--- config.mk ---
export PLATFORM = sky130hd
export DESIGN_NAME = alu_flagged
export DESIGN_NICKNAME = d
export VERILOG_FILES = /design/src/rtl/aluflag_pkg.sv /design/src/rtl/alu_ctrl.sv /design/src/rtl/alu_datapath.sv /design/src/rtl/alu_flagged.sv
export SDC_FILE = /design/constraint.sdc
export NUM_CORES = 1
export LEC_CHECK = 0
export ABC_CLOCK_PERIOD_IN_PS = 14900
export BUFFER_PORTS_ARGS = -buffer_cell sky130_fd_sc_hd__buf_4
export CAP_MARGIN = 5
export CORE_AREA = 2 2 187 189
export DETAILED_ROUTE_END_ITERATION = 10
export DIE_AREA = 0 0 189 191
export GPL_TIMING_DRIVEN = 0
export HOLD_SLACK_MARGIN = 0.1
export PLACE_DENSITY_LB_ADDON = 0.1
export SLEW_MARGIN = 20
export SYNTH_ARGS = -nofsm -noshare
export SYNTH_HDL_FRONTEND = slang
export SYNTH_SLANG_ARGS = --single-unit
export TNS_END_PERCENT = 1
--- constraint.sdc ---
create_clock -name clk -period 14.9 [get_ports clk]
set_input_delay 0.745 -clock clk [delete_from_list [all_inputs] [get_ports clk]]
set_output_delay 0.745 -clock clk [all_outputs]
set_load 0.02 [all_outputs]
--- src/rtl/aluflag_pkg.sv ---
package aluflag_pkg;
  localparam int FLAG_W = 12;
  localparam int FB_CF = 0;
  localparam int FB_PF = 2;
  localparam int FB_AF = 4;
  localparam int FB_ZF = 6;
  localparam int FB_SF = 7;
  localparam int FB_DF = 10;
  localparam int FB_OF = 11;

  typedef enum logic [3:0] {
    OP_ADD = 4'd0, OP_ADC = 4'd1, OP_SUB = 4'd2, OP_SBB = 4'd3,
    OP_INC = 4'd4, OP_DEC = 4'd5, OP_NEG = 4'd6, OP_AND = 4'd7,
    OP_OR  = 4'd8, OP_XOR = 4'd9, OP_STC = 4'd10, OP_CLC = 4'd11,
    OP_CMC = 4'd12, OP_STD = 4'd13, OP_CLD = 4'd14, OP_NOP = 4'd15
  } aluOp_e;

  typedef enum logic [1:0] {SZ_B = 2'd0, SZ_W = 2'd1, SZ_D = 2'd2, SZ_Q = 2'd3} aluSize_e;
  typedef enum logic [1:0] {LG_AND = 2'd0, LG_OR = 2'd1, LG_XOR = 2'd2} logicSel_e;
  typedef enum logic [2:0] {CM_KEEP, CM_ARITH, CM_SET, CM_CLEAR, CM_FLIP} carryMode_e;

  typedef struct packed {
    logic       doSub;     // subtract: invert y, carry-in means no borrow
    logic       xZero;     // negate: x = 0, y = opA
    logic       yOne;      // inc/dec: y = 1
    logic       useCf;     // adc/sbb: take stored carry
    logic       isLogic;
    logicSel_e  lgSel;
    logic       wrResult;
    logic       wrStatus;  // OF SF ZF AF PF
    carryMode_e cfMode;
    logic       wrDir;
    logic       dirVal;
  } aluCtrl_t;
endpackage

--- src/rtl/alu_ctrl.sv ---
module alu_ctrl
  import aluflag_pkg::*;
(
  input  logic     valid,
  input  aluOp_e   op,
  output aluCtrl_t ctrl
);
  always_comb begin
    ctrl = '0;
    ctrl.lgSel  = LG_AND;
    ctrl.cfMode = CM_KEEP;
    if (valid) begin
      unique case (op)
        OP_ADD, OP_ADC, OP_SUB, OP_SBB: begin
          ctrl.doSub    = (op == OP_SUB) || (op == OP_SBB);
          ctrl.useCf    = (op == OP_ADC) || (op == OP_SBB);
          ctrl.wrResult = 1'b1;
          ctrl.wrStatus = 1'b1;
          ctrl.cfMode   = CM_ARITH;
        end
        OP_INC, OP_DEC: begin
          ctrl.doSub    = (op == OP_DEC);
          ctrl.yOne     = 1'b1;
          ctrl.wrResult = 1'b1;
          ctrl.wrStatus = 1'b1;
        end
        OP_NEG: begin
          ctrl.doSub    = 1'b1;
          ctrl.xZero    = 1'b1;
          ctrl.wrResult = 1'b1;
          ctrl.wrStatus = 1'b1;
          ctrl.cfMode   = CM_ARITH;
        end
        OP_AND, OP_OR, OP_XOR: begin
          ctrl.isLogic  = 1'b1;
          ctrl.lgSel    = (op == OP_AND) ? LG_AND : (op == OP_OR) ? LG_OR : LG_XOR;
          ctrl.wrResult = 1'b1;
          ctrl.wrStatus = 1'b1;
          ctrl.cfMode   = CM_CLEAR;
        end
        OP_STC: ctrl.cfMode = CM_SET;
        OP_CLC: ctrl.cfMode = CM_CLEAR;
        OP_CMC: ctrl.cfMode = CM_FLIP;
        OP_STD, OP_CLD: begin
          ctrl.wrDir  = 1'b1;
          ctrl.dirVal = (op == OP_STD);
        end
        default: ctrl = ctrl;
      endcase
    end
  end

  // Flag-only operations never write the result
  always_comb begin
    if (ctrl.wrDir) assert (!ctrl.wrResult && !ctrl.wrStatus && ctrl.cfMode == CM_KEEP)
      else $error("assert_dir_isolated_R11");
  end
endmodule

--- src/rtl/alu_datapath.sv ---
module alu_datapath
  import aluflag_pkg::*;
#(
  parameter int DATA_W = 64
) (
  input  aluCtrl_t          ctrl,
  input  aluSize_e          size,
  input  logic [DATA_W-1:0] opA,
  input  logic [DATA_W-1:0] opB,
  input  logic              cfIn,
  output logic [DATA_W-1:0] res,
  output logic              cfOut,
  output logic              ofOut,
  output logic              sfOut,
  output logic              zfOut,
  output logic              afOut,
  output logic              pfOut
);
  localparam logic [DATA_W-1:0] MASK_B = {{(DATA_W-8){1'b0}}, 8'hFF};
  localparam logic [DATA_W-1:0] MASK_W = {{(DATA_W-16){1'b0}}, 16'hFFFF};
  localparam logic [DATA_W-1:0] MASK_D = {{(DATA_W-32){1'b0}}, 32'hFFFF_FFFF};
  localparam logic [DATA_W-1:0] MASK_Q = {DATA_W{1'b1}};
  localparam logic [DATA_W-1:0] ONE    = {{(DATA_W-1){1'b0}}, 1'b1};

  logic [DATA_W-1:0] mask, signMask, aM, bM, xOp, yRaw, yOp, arithRes, logicRes;
  logic [DATA_W:0]   sum;
  logic [4:0]        nib;
  logic              cin, carryRaw, sx, sy, sr;

  always_comb begin
    unique case (size)
      SZ_B:    mask = MASK_B;
      SZ_W:    mask = MASK_W;
      SZ_D:    mask = MASK_D;
      default: mask = MASK_Q;
    endcase
  end

  assign signMask = mask ^ (mask >> 1);
  assign aM   = opA & mask;
  assign bM   = opB & mask;
  assign xOp  = ctrl.xZero ? '0 : aM;
  assign yRaw = ctrl.xZero ? aM : (ctrl.yOne ? ONE : bM);
  assign yOp  = ctrl.doSub ? (~yRaw & mask) : yRaw;
  assign cin  = ctrl.useCf ? (cfIn ^ ctrl.doSub) : ctrl.doSub;

  assign sum      = {1'b0, xOp} + {1'b0, yOp} + {{DATA_W{1'b0}}, cin};
  assign carryRaw = |(sum & ~{1'b0, mask});
  assign arithRes = sum[DATA_W-1:0] & mask;
  assign nib      = {1'b0, xOp[3:0]} + {1'b0, yOp[3:0]} + {4'b0, cin};

  always_comb begin
    unique case (ctrl.lgSel)
      LG_AND:  logicRes = aM & bM;
      LG_OR:   logicRes = aM | bM;
      default: logicRes = aM ^ bM;
    endcase
  end

  assign res = ctrl.isLogic ? logicRes : arithRes;
  assign sx  = |(xOp & signMask);
  assign sy  = |(yOp & signMask);
  assign sr  = |(res & signMask);

  assign cfOut = carryRaw ^ ctrl.doSub;
  assign afOut = ctrl.isLogic ? 1'b0 : (nib[4] ^ ctrl.doSub);
  assign ofOut = ctrl.isLogic ? 1'b0 : ((sx == sy) && (sr != sx));
  assign sfOut = sr;
  assign zfOut = (res == '0);
  assign pfOut = ~^res[7:0];

  // Result never has bits above the selected width
  always_comb begin
    assert ((res & ~mask) == '0) else $error("assert_result_masked_R2");
  end
endmodule

--- src/rtl/alu_flagged.sv ---
module alu_flagged
  import aluflag_pkg::*;
#(
  parameter int DATA_W = 64
) (
  input  logic              clk,
  input  logic              rst,
  input  logic              valid,
  input  logic [3:0]        opcode,
  input  logic [1:0]        size,
  input  logic [DATA_W-1:0] opA,
  input  logic [DATA_W-1:0] opB,
  output logic [DATA_W-1:0] result,
  output logic [FLAG_W-1:0] flags
);
  aluCtrl_t          ctrl;
  logic [DATA_W-1:0] dpRes;
  logic cfQ, pfQ, afQ, zfQ, sfQ, dfQ, ofQ;
  logic cfN, ofN, sfN, zfN, afN, pfN;

  alu_ctrl u_ctrl (.valid(valid), .op(aluOp_e'(opcode)), .ctrl(ctrl));

  alu_datapath #(.DATA_W(DATA_W)) u_dp (
    .ctrl(ctrl), .size(aluSize_e'(size)), .opA(opA), .opB(opB), .cfIn(cfQ),
    .res(dpRes), .cfOut(cfN), .ofOut(ofN), .sfOut(sfN), .zfOut(zfN),
    .afOut(afN), .pfOut(pfN)
  );

  always_ff @(posedge clk) begin
    if (rst) begin
      result <= '0;
      {cfQ, pfQ, afQ, zfQ, sfQ, dfQ, ofQ} <= '0;
    end else begin
      if (ctrl.wrResult) result <= dpRes;
      if (ctrl.wrStatus) begin
        ofQ <= ofN; sfQ <= sfN; zfQ <= zfN; afQ <= afN; pfQ <= pfN;
      end
      unique case (ctrl.cfMode)
        CM_ARITH: cfQ <= cfN;
        CM_SET:   cfQ <= 1'b1;
        CM_CLEAR: cfQ <= 1'b0;
        CM_FLIP:  cfQ <= ~cfQ;
        default:  cfQ <= cfQ;
      endcase
      if (ctrl.wrDir) dfQ <= ctrl.dirVal;
    end
  end

  always_comb begin
    flags        = 12'h002;
    flags[FB_CF] = cfQ;
    flags[FB_PF] = pfQ;
    flags[FB_AF] = afQ;
    flags[FB_ZF] = zfQ;
    flags[FB_SF] = sfQ;
    flags[FB_DF] = dfQ;
    flags[FB_OF] = ofQ;
  end

  assert_inc_dec_keep_cf_R3: assert property (@(posedge clk) disable iff (rst)
    valid && (opcode == OP_INC || opcode == OP_DEC) |=> flags[FB_CF] == $past(flags[FB_CF]));
  assert_neg_carry_R4: assert property (@(posedge clk) disable iff (rst)
    valid && opcode == OP_NEG |=> flags[FB_CF] == (result != '0));
  assert_zero_sign_R7: assert property (@(posedge clk) disable iff (rst)
    valid && opcode <= OP_XOR |=> flags[FB_ZF] == (result == '0));
  assert_logic_clears_R9: assert property (@(posedge clk) disable iff (rst)
    valid && (opcode == OP_AND || opcode == OP_OR || opcode == OP_XOR)
    |=> !flags[FB_CF] && !flags[FB_OF] && !flags[FB_AF]);
  assert_carry_ops_R10: assert property (@(posedge clk) disable iff (rst)
    valid && (opcode == OP_STC || opcode == OP_CLC || opcode == OP_CMC)
    |=> flags[11:1] == $past(flags[11:1]) && result == $past(result));
  assert_dir_ops_R11: assert property (@(posedge clk) disable iff (rst)
    valid && (opcode == OP_STD || opcode == OP_CLD)
    |=> {flags[11], flags[9:0]} == $past({flags[11], flags[9:0]}) && $stable(result));
  assert_idle_stable_R12: assert property (@(posedge clk) disable iff (rst)
    !valid |=> $stable(flags) && $stable(result));
endmodule

==> results.yml <==
timing:
  setup_tns_ns: 0
  hold_violations: 0
  rsz0062_at_grt: "false"
  fin_crit_sh_pct: 66.78
  min_period_ns: 9.950
  layout_setup_ws_ns: 4.950
  hold_ws_ns: 0.4534
  fin_skew_ns: 0.006421
  slew_violations: 0
  tightest_slew_ns: 1.321
  relSlewSlack_pct: 11.93
  setup_viol_count_final: 0
  max_freq_ghz: 0.1005
synthesis:
  synth.largest_area_cell: "ha_1"
  ys_types: 83
  ys_ff_latch: 71
  synth-edff-count: 0
  netlist_top_cells_count: "nor2_1, nand2_1, ha_1"
  async_reset_ff_share_pct: 0
  yosysMostFrequentCell: "nor2_1"
  ys.flop_type: "dfxtp_1"
  synthCells: 2006
  yosysTopAreaCellShare_pct: 18.18
  synth_area_leaders: "ha_1, dfxtp_1, nor2_1, a21oi_1, nand2_1"
  netlist_area_um2: 13420
  yosysSeqAreaShare_pct: 10.59
  yosysWarnings: 0
  avgSynthCellArea_um2: 6.689
route:
  drc: 0
  vias: 15906
  post_drt_wl_per_cell_um: 24.41
  ant_nets: 0
  post_drt_via_cell_ratio: 5.928
  dr.pass1.iters: 7
  routed_wl_um: 65480
  drtIter0Drc: 1732
critical_path:
  worstSetupPathType: "input pin to register"
  reg2regPathDepth: 18
  worstPathMaxFanout: 10
  arrival_ns: 10.21
  start_kind: "input pin"
  endpoint_kind: "register"
  cp.required_ns: 15.16
cells_and_area:
  final_layout_size_suffix_gt1_share_pct: 13.64
  area_growth_pct: 17.82
  nets: 2557
  insertedDiodeCount: 0
  fin_area_um2: 15810
  nFillCells: 3652
cts:
  cts_tree: "done"
  clock_path_buffers: 2
  cts-root-buf: "clkbuf_16"
  cts_buffers: 9
  worstSkewPairLatency_ns: 0.35
  clock_sinks: 71
  post-cts-setup-buffers: 0
  h-tree-depth: 3
  cts_resized: 0
  clk_pin_slew_worst_paths_ns: 0.07
  ctsHoldBuffers: 0
min_path:
  worst_hold_path_type: "register to register"
  holdPathStages: 2
floorplanning:
  die_w_um: 189
  rows: 68
  core_area_um2: 34120
  die_h_um: 191
  num_io_pins: 213
  start_util_pct: 39.33
  die_area_um2: 36100
global_routing:
  grt.overflow.total: 0
  grt_usage_pct: 35.00
  grt_antenna_before_repair: 2
  grt_max_degree: 16
  grt_pass1_wl_um: 94360
  grt_pass1_vias: 14816
placed_design:
  globalplace.congestion: 1.014
  portBuffers: 203
  dpl.hpwl_um: 53180
  dpl_worst_slack_ns: 5.048
  dpl-instance-area_um2: 15520
power_and_ir_drop:
  vdd_drop_max_mv: 0.05244
  p_leak_nw: 7.346
  power.density_nw_per_um2: 61.53
run_status:
  status: "finished, final reports clean"
run:
  maxCapViolCount: 0
==> per-stage QoR <==
stage / util (%) / power [W] / instances
floorplan: - / 0.0005537 / 2009
CTS: 46.34 / 0.0009571 / 2683
global placement: 45.50 / 0.0007383 / 2667
global route: 46.34 / 0.001022 / 2683
finish: 46.34 / 0.0009727 / 2683
detailed placement: 45.50 / 0.0007420 / 2667
==> registers in the layout, summed over array words and instances, names as in the netlist <==
signal,cells
zfQ,1
ofQ,1
dfQ,1
afQ,1
pfQ,1
sfQ,1
cfQ,1
result,64
==> cells by family after synthesis <==
group	after synthesis	share of synthesized area, %
and+or+nand+nor	716	24.10
AOI/OAI and AO/OA	584	28.21
buffers and inverters	292	8.887
adders and majority gates	198	18.56
xor gates and xnor gates	132	8.672
DFF	71	10.59
muxes	11	0.9325
other	2	0.05597
==> power by group <==
group	switching (W)	leakage [nW]	internal (W)
registers	0.0000113	0.585	0.000205
logic	0.000340	6.63	0.000198
clock network	0.000102	0.135	0.000116
total	0.000453	7.35	0.000519
==> layout by cell type, fill, tap and decap left out, types with 77 or more instances in the layout <==
cell type,count
nand2_1,209
xnor2_1,81
nor2_1,313
a21oi_1,173
ha_1,195
clkbuf_1,77
inv_1,141
o21ai_0,111
buf_4,219
a211oi_1,82
==> metal layers <==
| metal | global-route usage (%) | part of all wire (%) |
|---|---|---|
| met4 | 13.19 | 4.3 |
| met1 | 48.69 | 45 |
| met3 | 6.628 | 8.9 |
| met2 | 53.24 | 42 |
| met5 | 0 | 0.020 |
==> path summary, 6_finish.rpt <==
kind | end | slack, ns | startpoint
worst max-delay path | cfQ$_SDFFE_PP0P_ | 4.95 | opcode[0]
worst min-delay path | pfQ$_SDFFE_PP0P_ | 0.45 | pfQ$_SDFFE_PP0P_
worst max register to register | cfQ$_SDFFE_PP0P_ | 9.36 | cfQ$_SDFFE_PP0P_
worst min register to register | pfQ$_SDFFE_PP0P_ | 0.45 | pfQ$_SDFFE_PP0P_
==> critical path, stage by stage <==
cell	delay [ns]
buf_2	0.20
buf_1	0.42
clkbuf_1	0.58
nor3_1	0.65
clkbuf_1	0.67
buf_1	0.76
clkbuf_1	0.88
buf_1	0.56
nor2_1	0.13
fa_1	0.47
fa_1	0.50
a211oi_2	0.37
o21ai_1	0.21
a41oi_1	0.31
a21oi_1	0.21
a21oi_1	0.44
o21ba_2	0.32
o21ai_0	0.18
xor2_1	0.23
nor4b_1	0.37
nand4b_1	0.22
nor4_2	0.36
o22ai_1	0.19
a311oi_2	0.21
==> cell type report <==
cell class | count | area [µm²] | area share (%)
Buffer | 151 | 663.1 | 4.195
Clock buffer | 9 | 225.2 | 1.425
Clock inverter | 7 | 61.31 | 0.3878
Inverter | 141 | 529.3 | 3.348
Multi-Input combinational cell | 1646 | 10820 | 68.41
Sequential cell | 71 | 1421 | 8.991
Tap cell | 455 | 569.3 | 3.601
Timing Repair Buffer | 203 | 1524 | 9.640
Note: power is estimated with default switching activity, not from simulation.
